File: config.mk
export PLATFORM = sky130hd
export DESIGN_NAME = tmr_bank
export DESIGN_NICKNAME = d
export VERILOG_FILES = /design/src/rtl/tmr_pkg.sv /design/src/rtl/tmr_decode.sv /design/src/rtl/tmr_channel.sv /design/src/rtl/tmr_bank.sv
export SDC_FILE = /design/constraint.sdc
export NUM_CORES = 1
export LEC_CHECK = 0
export BUFFER_PORTS_ARGS = -buffer_cell sky130_fd_sc_hd__buf_2
export CAP_MARGIN = 10
export CORE_MARGIN = 2
export CORE_UTILIZATION = 60
export DETAILED_ROUTE_END_ITERATION = 8
export HOLD_SLACK_MARGIN = 0.08
export MAX_ROUTING_LAYER = met4
export PLACE_DENSITY_LB_ADDON = 0.08
export RECOVER_POWER = 50
export SYNTH_ARGS = -nofsm -noshare
export SYNTH_HDL_FRONTEND = slang
export SYNTH_SLANG_ARGS = --single-unit
File: constraint.sdc
create_clock -name clk -period 3.5 [get_ports clk]
set_clock_uncertainty 0.2 [all_clocks]
set_input_delay 0.525 -clock clk [delete_from_list [all_inputs] [get_ports clk]]
set_output_delay 0.525 -clock clk [all_outputs]
set_load 0.01 [all_outputs]
File: src/rtl/tmr_pkg.sv
package tmr_pkg;
    localparam int BUS_W    = 32;
    localparam int BIT_EN   = 31;
    localparam int BIT_REP  = 30;
    localparam int BIT_CLR  = 30;
    localparam int BIT_PEND = 30;

    typedef enum logic [1:0] {
        ST_IDLE     = 2'd0,
        ST_RUN_ONCE = 2'd1,
        ST_RUN_LOOP = 2'd2
    } run_state_e;
endpackage

File: src/rtl/tmr_decode.sv
module tmr_decode #(
    parameter int NUM_CH = 4,
    parameter int ADDR_W = 8,
    localparam int IDX_W = ADDR_W - 3
) (
    input  logic              bus_sel,
    input  logic              bus_wr,
    input  logic [ADDR_W-1:0] bus_addr,
    output logic [NUM_CH-1:0] wr_trig,
    output logic [NUM_CH-1:0] wr_ctrl,
    output logic              hit,
    output logic [IDX_W-1:0]  ch_idx,
    output logic              reg_sel
);
    logic unused_addr_lsb;
    assign unused_addr_lsb = ^bus_addr[1:0];

    assign ch_idx  = bus_addr[ADDR_W-1:3];
    assign reg_sel = bus_addr[2];
    assign hit     = ({1'b0, ch_idx} < (IDX_W+1)'(NUM_CH));

    for (genvar g = 0; g < NUM_CH; g++) begin : g_strobe
        logic match;
        assign match      = bus_sel && bus_wr && (ch_idx == IDX_W'(g));
        assign wr_trig[g] = match && !reg_sel;
        assign wr_ctrl[g] = match &&  reg_sel;
    end
endmodule

File: src/rtl/tmr_channel.sv
module tmr_channel
    import tmr_pkg::*;
#(
    parameter int CNT_W = 29
) (
    input  logic             clk,
    input  logic             rst_n,
    input  logic             tick,
    input  logic             wr_trig,
    input  logic             wr_ctrl,
    input  logic [BUS_W-1:0] wdata,
    output logic [BUS_W-1:0] trig_rd,
    output logic [BUS_W-1:0] stat_rd,
    output logic             irq
);
    run_state_e       state_q, state_d;
    logic [CNT_W-1:0] cnt_q;
    logic [CNT_W-1:0] reload_q;
    logic             rep_q;
    logic             pend_q;
    logic             running;
    logic             expire;
    logic             clr_req;

    logic unused_wdata;
    assign unused_wdata = ^wdata[29];

    assign running = (state_q != ST_IDLE);
    // a trigger write in the same cycle beats the tick
    assign expire  = tick && running && !wr_trig && (cnt_q == '0);
    assign clr_req = wr_ctrl && wdata[BIT_CLR];

    // next-state logic
    always_comb begin
        state_d = state_q;
        unique case (state_q)
            ST_IDLE: begin
                if (wr_trig && wdata[BIT_EN])
                    state_d = wdata[BIT_REP] ? ST_RUN_LOOP : ST_RUN_ONCE;
            end
            ST_RUN_ONCE: begin
                if (wr_trig)
                    state_d = !wdata[BIT_EN] ? ST_IDLE :
                              (wdata[BIT_REP] ? ST_RUN_LOOP : ST_RUN_ONCE);
                else if (expire)
                    state_d = ST_IDLE;
            end
            ST_RUN_LOOP: begin
                if (wr_trig)
                    state_d = !wdata[BIT_EN] ? ST_IDLE :
                              (wdata[BIT_REP] ? ST_RUN_LOOP : ST_RUN_ONCE);
            end
            default: state_d = ST_IDLE;
        endcase
    end

    // state register
    always_ff @(posedge clk) begin
        if (!rst_n) state_q <= ST_IDLE;
        else        state_q <= state_d;
    end

    // counter, reload value and mode bit
    always_ff @(posedge clk) begin
        if (!rst_n) begin
            cnt_q    <= '0;
            reload_q <= '0;
            rep_q    <= 1'b0;
        end else if (wr_trig) begin
            cnt_q    <= wdata[CNT_W-1:0];
            reload_q <= wdata[CNT_W-1:0];
            rep_q    <= wdata[BIT_REP];
        end else if (tick && running) begin
            if (cnt_q == '0)
                cnt_q <= (state_q == ST_RUN_LOOP) ? reload_q : '0;
            else
                cnt_q <= cnt_q - 1'b1;
        end
    end

    // pending flag: set beats clear
    always_ff @(posedge clk) begin
        if (!rst_n)       pend_q <= 1'b0;
        else if (expire)  pend_q <= 1'b1;
        else if (clr_req) pend_q <= 1'b0;
    end

    // outputs
    always_comb begin
        trig_rd                = '0;
        trig_rd[BIT_EN]        = running;
        trig_rd[BIT_REP]       = rep_q;
        trig_rd[CNT_W-1:0]     = reload_q;
        stat_rd                = '0;
        stat_rd[BIT_PEND]      = pend_q;
        stat_rd[CNT_W-1:0]     = cnt_q;
        irq                    = pend_q;
    end


    oneshot_park_chk: assert property (@(posedge clk) disable iff (!rst_n)
        (state_q == ST_RUN_ONCE && expire) |=> (state_q == ST_IDLE && cnt_q == '0));


    loop_reload_chk: assert property (@(posedge clk) disable iff (!rst_n)
        (state_q == ST_RUN_LOOP && expire) |=> (cnt_q == $past(reload_q)));


    pend_sticky_chk: assert property (@(posedge clk) disable iff (!rst_n)
        (pend_q && !clr_req) |=> pend_q);


    idle_hold_chk: assert property (@(posedge clk) disable iff (!rst_n)
        (state_q == ST_IDLE && !wr_trig) |=> $stable(cnt_q));


    irq_source_chk: assert property (@(posedge clk) disable iff (!rst_n)
        $rose(irq) |-> $past(running));


    set_wins_chk: assert property (@(posedge clk) disable iff (!rst_n)
        (expire && clr_req) |=> pend_q);
endmodule

File: src/rtl/tmr_bank.sv
module tmr_bank
    import tmr_pkg::*;
#(
    parameter int NUM_CH = 4,
    parameter int ADDR_W = 8,
    parameter int CNT_W  = 29
) (
    input  logic              clk,
    input  logic              rst_n,
    input  logic              tick,
    input  logic              bus_sel,
    input  logic              bus_wr,
    input  logic [ADDR_W-1:0] bus_addr,
    input  logic [31:0]       bus_wdata,
    output logic [31:0]       bus_rdata,
    output logic [NUM_CH-1:0] irq
);
    localparam int IDX_W = ADDR_W - 3;

    logic [NUM_CH-1:0] wr_trig;
    logic [NUM_CH-1:0] wr_ctrl;
    logic              hit;
    logic [IDX_W-1:0]  ch_idx;
    logic              reg_sel;
    logic [BUS_W-1:0]  trig_rd [NUM_CH];
    logic [BUS_W-1:0]  stat_rd [NUM_CH];

    tmr_decode #(.NUM_CH(NUM_CH), .ADDR_W(ADDR_W)) u_decode (
        .bus_sel (bus_sel),
        .bus_wr  (bus_wr),
        .bus_addr(bus_addr),
        .wr_trig (wr_trig),
        .wr_ctrl (wr_ctrl),
        .hit     (hit),
        .ch_idx  (ch_idx),
        .reg_sel (reg_sel)
    );

    for (genvar g = 0; g < NUM_CH; g++) begin : g_ch
        tmr_channel #(.CNT_W(CNT_W)) u_ch (
            .clk    (clk),
            .rst_n  (rst_n),
            .tick   (tick),
            .wr_trig(wr_trig[g]),
            .wr_ctrl(wr_ctrl[g]),
            .wdata  (bus_wdata),
            .trig_rd(trig_rd[g]),
            .stat_rd(stat_rd[g]),
            .irq    (irq[g])
        );
    end

    always_comb begin
        bus_rdata = '0;
        for (int i = 0; i < NUM_CH; i++) begin
            if (hit && ch_idx == IDX_W'(i))
                bus_rdata = reg_sel ? stat_rd[i] : trig_rd[i];
        end
    end


    strobe_onehot_chk: assert property (@(posedge clk) disable iff (!rst_n)
        $onehot0({wr_trig, wr_ctrl}));


    no_stray_write_chk: assert property (@(posedge clk) disable iff (!rst_n)
        (!hit) |-> ({wr_trig, wr_ctrl} == '0));
endmodule

==> results.yml <==
worst_setup_path:
  critical_path_arrival_ns: 2.59
  cp_cell_sequence: "clkbuf_1 -> or3_1 -> clkbuf_2 -> or2_2 -> o22ai_1 -> buf_2"
  critPathMaxFanout: 36
  critical_path_required_ns: 2.77
  crit_path_start_kind: "primary input"
  critPathTopFamily: "simple AND/OR/NAND/NOR gates"
  crit_path_max_incr_delay_ns: 0.54
  crit_slowest_cell: "or2_2"
  path_buf_inv: 3
  timing_worst_setup_path_type: "primary input to primary output"
  cp-end-kind: "primary output"
finish:
  multiInputGateArea_um2: 8727
  areaGrowthSynthToFinish_pct: 11.76
  nets: 1928
  final_cell_area_um2: 16160
  n_fill_cell: 2003
  drive_gt1_share_pct: 13.89
  diodes: 0
  final-seq-area_um2: 4965
cts:
  ctsResizeCount: 0
  cts_setup_buffers: 0
  root_buffer: "clkbuf_16"
  max-clock-path-buffers: 3
  insertion_delay_ns: 0.56
  htreeDepth: 1
  cts.reportedPaths.clkPinSlew_ns: 0.06
  tritoncts: "built"
  cts_made_buffers: 28
  cts_hold_buf: 0
  clock-sinks: 248
pwr:
  p_leak_nw: 6.068
  p_per_area_nw_per_um2: 394.1
  ir_worst_vdd_v: 0.0003555
  power.total_mw: 6.370
route:
  drtPass1Iterations: 5
  detail_route.wl_per_cell_um: 22.78
  vias_per_cell: 6.755
  wl_um: 50540
  ant_nets: 0
  drtIter0Drc: 1941
  vias: 14989
  drc: 0
logic_synthesis:
  syn_area_per_cell_um2: 7.902
  ys_warn_count: 0
  synth.distinct_cells: 74
  synth_area_um2: 14460
  synthCells: 1830
  synth-edff-count: 0
  synth-seq-area-share_pct: 34.33
  ys.flop_type: "dfxtp_1"
  async_flop_share_pct: 0
  ys_ff_latch: 248
  syn_nets: 1879
timing:
  fin_ws_ns: 0.1898
  hold_viol_final: 0
  period_needed_ns: 3.310
  slew_headroom_pct: -7.749
  max_slew.worst_pin.slew_ns: 1.616
  finalMaxSlewViolations: 31
  holdWs_ns: 0.09278
  setup_viol: 0
  max_clock_freq_mhz: 302.1
  period_share_pct: 94.58
  rsz0062_at_grt: "no"
  tns_ns: 0
placed_design:
  port_buffers: 76
  place_congestion: 0.9934
  postPlaceCellArea_um2: 15320
  dp_hpwl_um: 35600
  post-place-ws_ns: 0.3574
floorplanning:
  ioPinCount: 81
  die_w_um: 159.3
  rows: 56
  die_y_um: 159.3
  die_area_um2: 25360
  core_um2: 23540
  start_util_pct: 61.43
flow_run:
  max_cap_violations: 1
global_route:
  grt_max_degree: 118
  grt_usage_pct: 39.77
  grt_pass1_wl_um: 77650
  grt_pass1_vias: 13475
  antenna_found_initial: 0
  grt.overflow.total: 0
outcome:
  violations: "capacitance limit, slew limit"
  outcome: "finished with violations"
min_path:
  hp-class: "primary input to register"
==> area by class of cell <==
class	count	share of cell area, %
multi-input cells	1397	54.00
flip-flops and latches	248	30.72
repair buffers	153	5.760
well taps	319	2.470
inverters	51	1.215
clock inverters	9	0.6813
clock buffers	42	5.156
==> path summary, 6_finish.rpt <==
check | start | end | slack [ns] | depth (start not counted)
worst max register to register | g_ch[0].u_ch.cnt_q[0] | g_ch[0].u_ch.cnt_q[12] | 0.24 | 9
worst min register to register | g_ch[1].u_ch.reload_q[5] | g_ch[1].u_ch.cnt_q[5] | 0.26 | 2
worst max-delay path | bus_addr[5] | bus_rdata[0] | 0.19 | 6
worst min-delay path | bus_wdata[5] | g_ch[1].u_ch.reload_q[5] | 0.09 | 3
==> state kept, by name (all words and copies together), names as in the netlist <==
name and flops:
g_ch.u_ch.state_q 8, g_ch.u_ch.reload_q 116, g_ch.u_ch.rep_q 4, g_ch.u_ch.cnt_q 116, g_ch.u_ch.irq 4
==> worst min-delay path, cell delays in order <==
cell     delay, ns
buf_2         0.14
nand2_1       0.08
a21oi_1       0.06
==> metrics by stage <==
step | utilization, % | instances
4_1_cts | 69.08 | 2219
3_3_place_gp | 65.07 | 2168
3_5_place_dp | 65.07 | 2168
6_report | 68.65 | 2219
5_1_grt | 68.65 | 2219
2_1_floorplan | - | 1830
==> per-layer routing <==
metal  wire length [µm]  track usage, %  share of wire [%]
met1              20180           54.93                 40
met2              21660           57.69                 43
met3               5786           5.262                 11
met4               2911           19.42                5.8
met5                  0               -                  0
==> cells in the mapped netlist (6+ instances only) <==
library cell  number  share of area [%]
a21boi_0          13               0.67
nor4_1            22               0.95
a311oi_1           8               0.48
clkbuf_1         105                2.7
a31oi_1           34                1.5
buf_4              8               0.42
o22ai_1           23               0.99
or3_1             23               0.99
nand4_1           20               0.87
a21oi_1          188                6.5
o32ai_1            7               0.42
dfxtp_1          248                 34
and3_1            12               0.52
a221oi_1           6               0.36
o221ai_1           6               0.36
o311ai_0           7               0.42
or2_2              6               0.26
nand2_1          372                9.7
nor2_1           116                3.0
buf_1              9               0.23
o21ai_0          113                3.9
o31ai_1           13               0.67
inv_1             50                1.3
nand3_1           31                1.1
o211ai_1          16               0.83
xnor2_1           47                2.8
nor2b_1           10               0.43
or4_1             18               0.93
a21o_1             7               0.36
a41oi_1            7               0.42
a221o_1            7               0.48
xor2_1            15               0.91
buf_2              8               0.28
a22oi_1           27                1.4
mux4_2            52                8.1
mux2i_1           43                3.0
nor3_1            43                1.5
==> cells by family after synthesis <==
logic type	after synthesis	share of synthesized area, %
other	1	0.02593
buffers and inverters	185	5.286
adders and majority gates	4	0.3461
DFF	248	34.33
and+or+nand+nor	711	22.89
AOI/OAI and AO/OA	521	22.05
xor gates and xnor gates	62	3.755
muxes	98	11.31
==> power breakdown <==
group | switching, mW | internal [mW]
clock network | 1.23 | 1.79
registers | 0.0102 | 2.83
logic | 0.339 | 0.168
total | 1.58 | 4.79
==> placed cells by master, fill, tap and decap left out, drive strengths merged, types with 6 or more instances in the layout <==
master / instances
nor4: 27
a21o: 7
clkinv: 6
o211ai: 16
o32ai: 7
a41oi: 7
nand4: 20
mux4: 52
a221o: 7
o311ai: 7
a22oi: 27
clkbuf: 62
a21oi: 188
a21boi: 14
o22ai: 23
buf: 133
nand3: 31
o21ai: 114
xnor2: 47
or2: 6
or3: 23
and3: 12
a311oi: 8
inv: 52
xor2: 15
nor2: 116
o221ai: 6
or4: 22
nor2b: 10
nand2: 373
mux2i: 43
dfxtp: 248
a31oi: 34
nor3: 50
o31ai: 13
a221oi: 6
No activity file was read; power rests on OpenSTA's default activity.
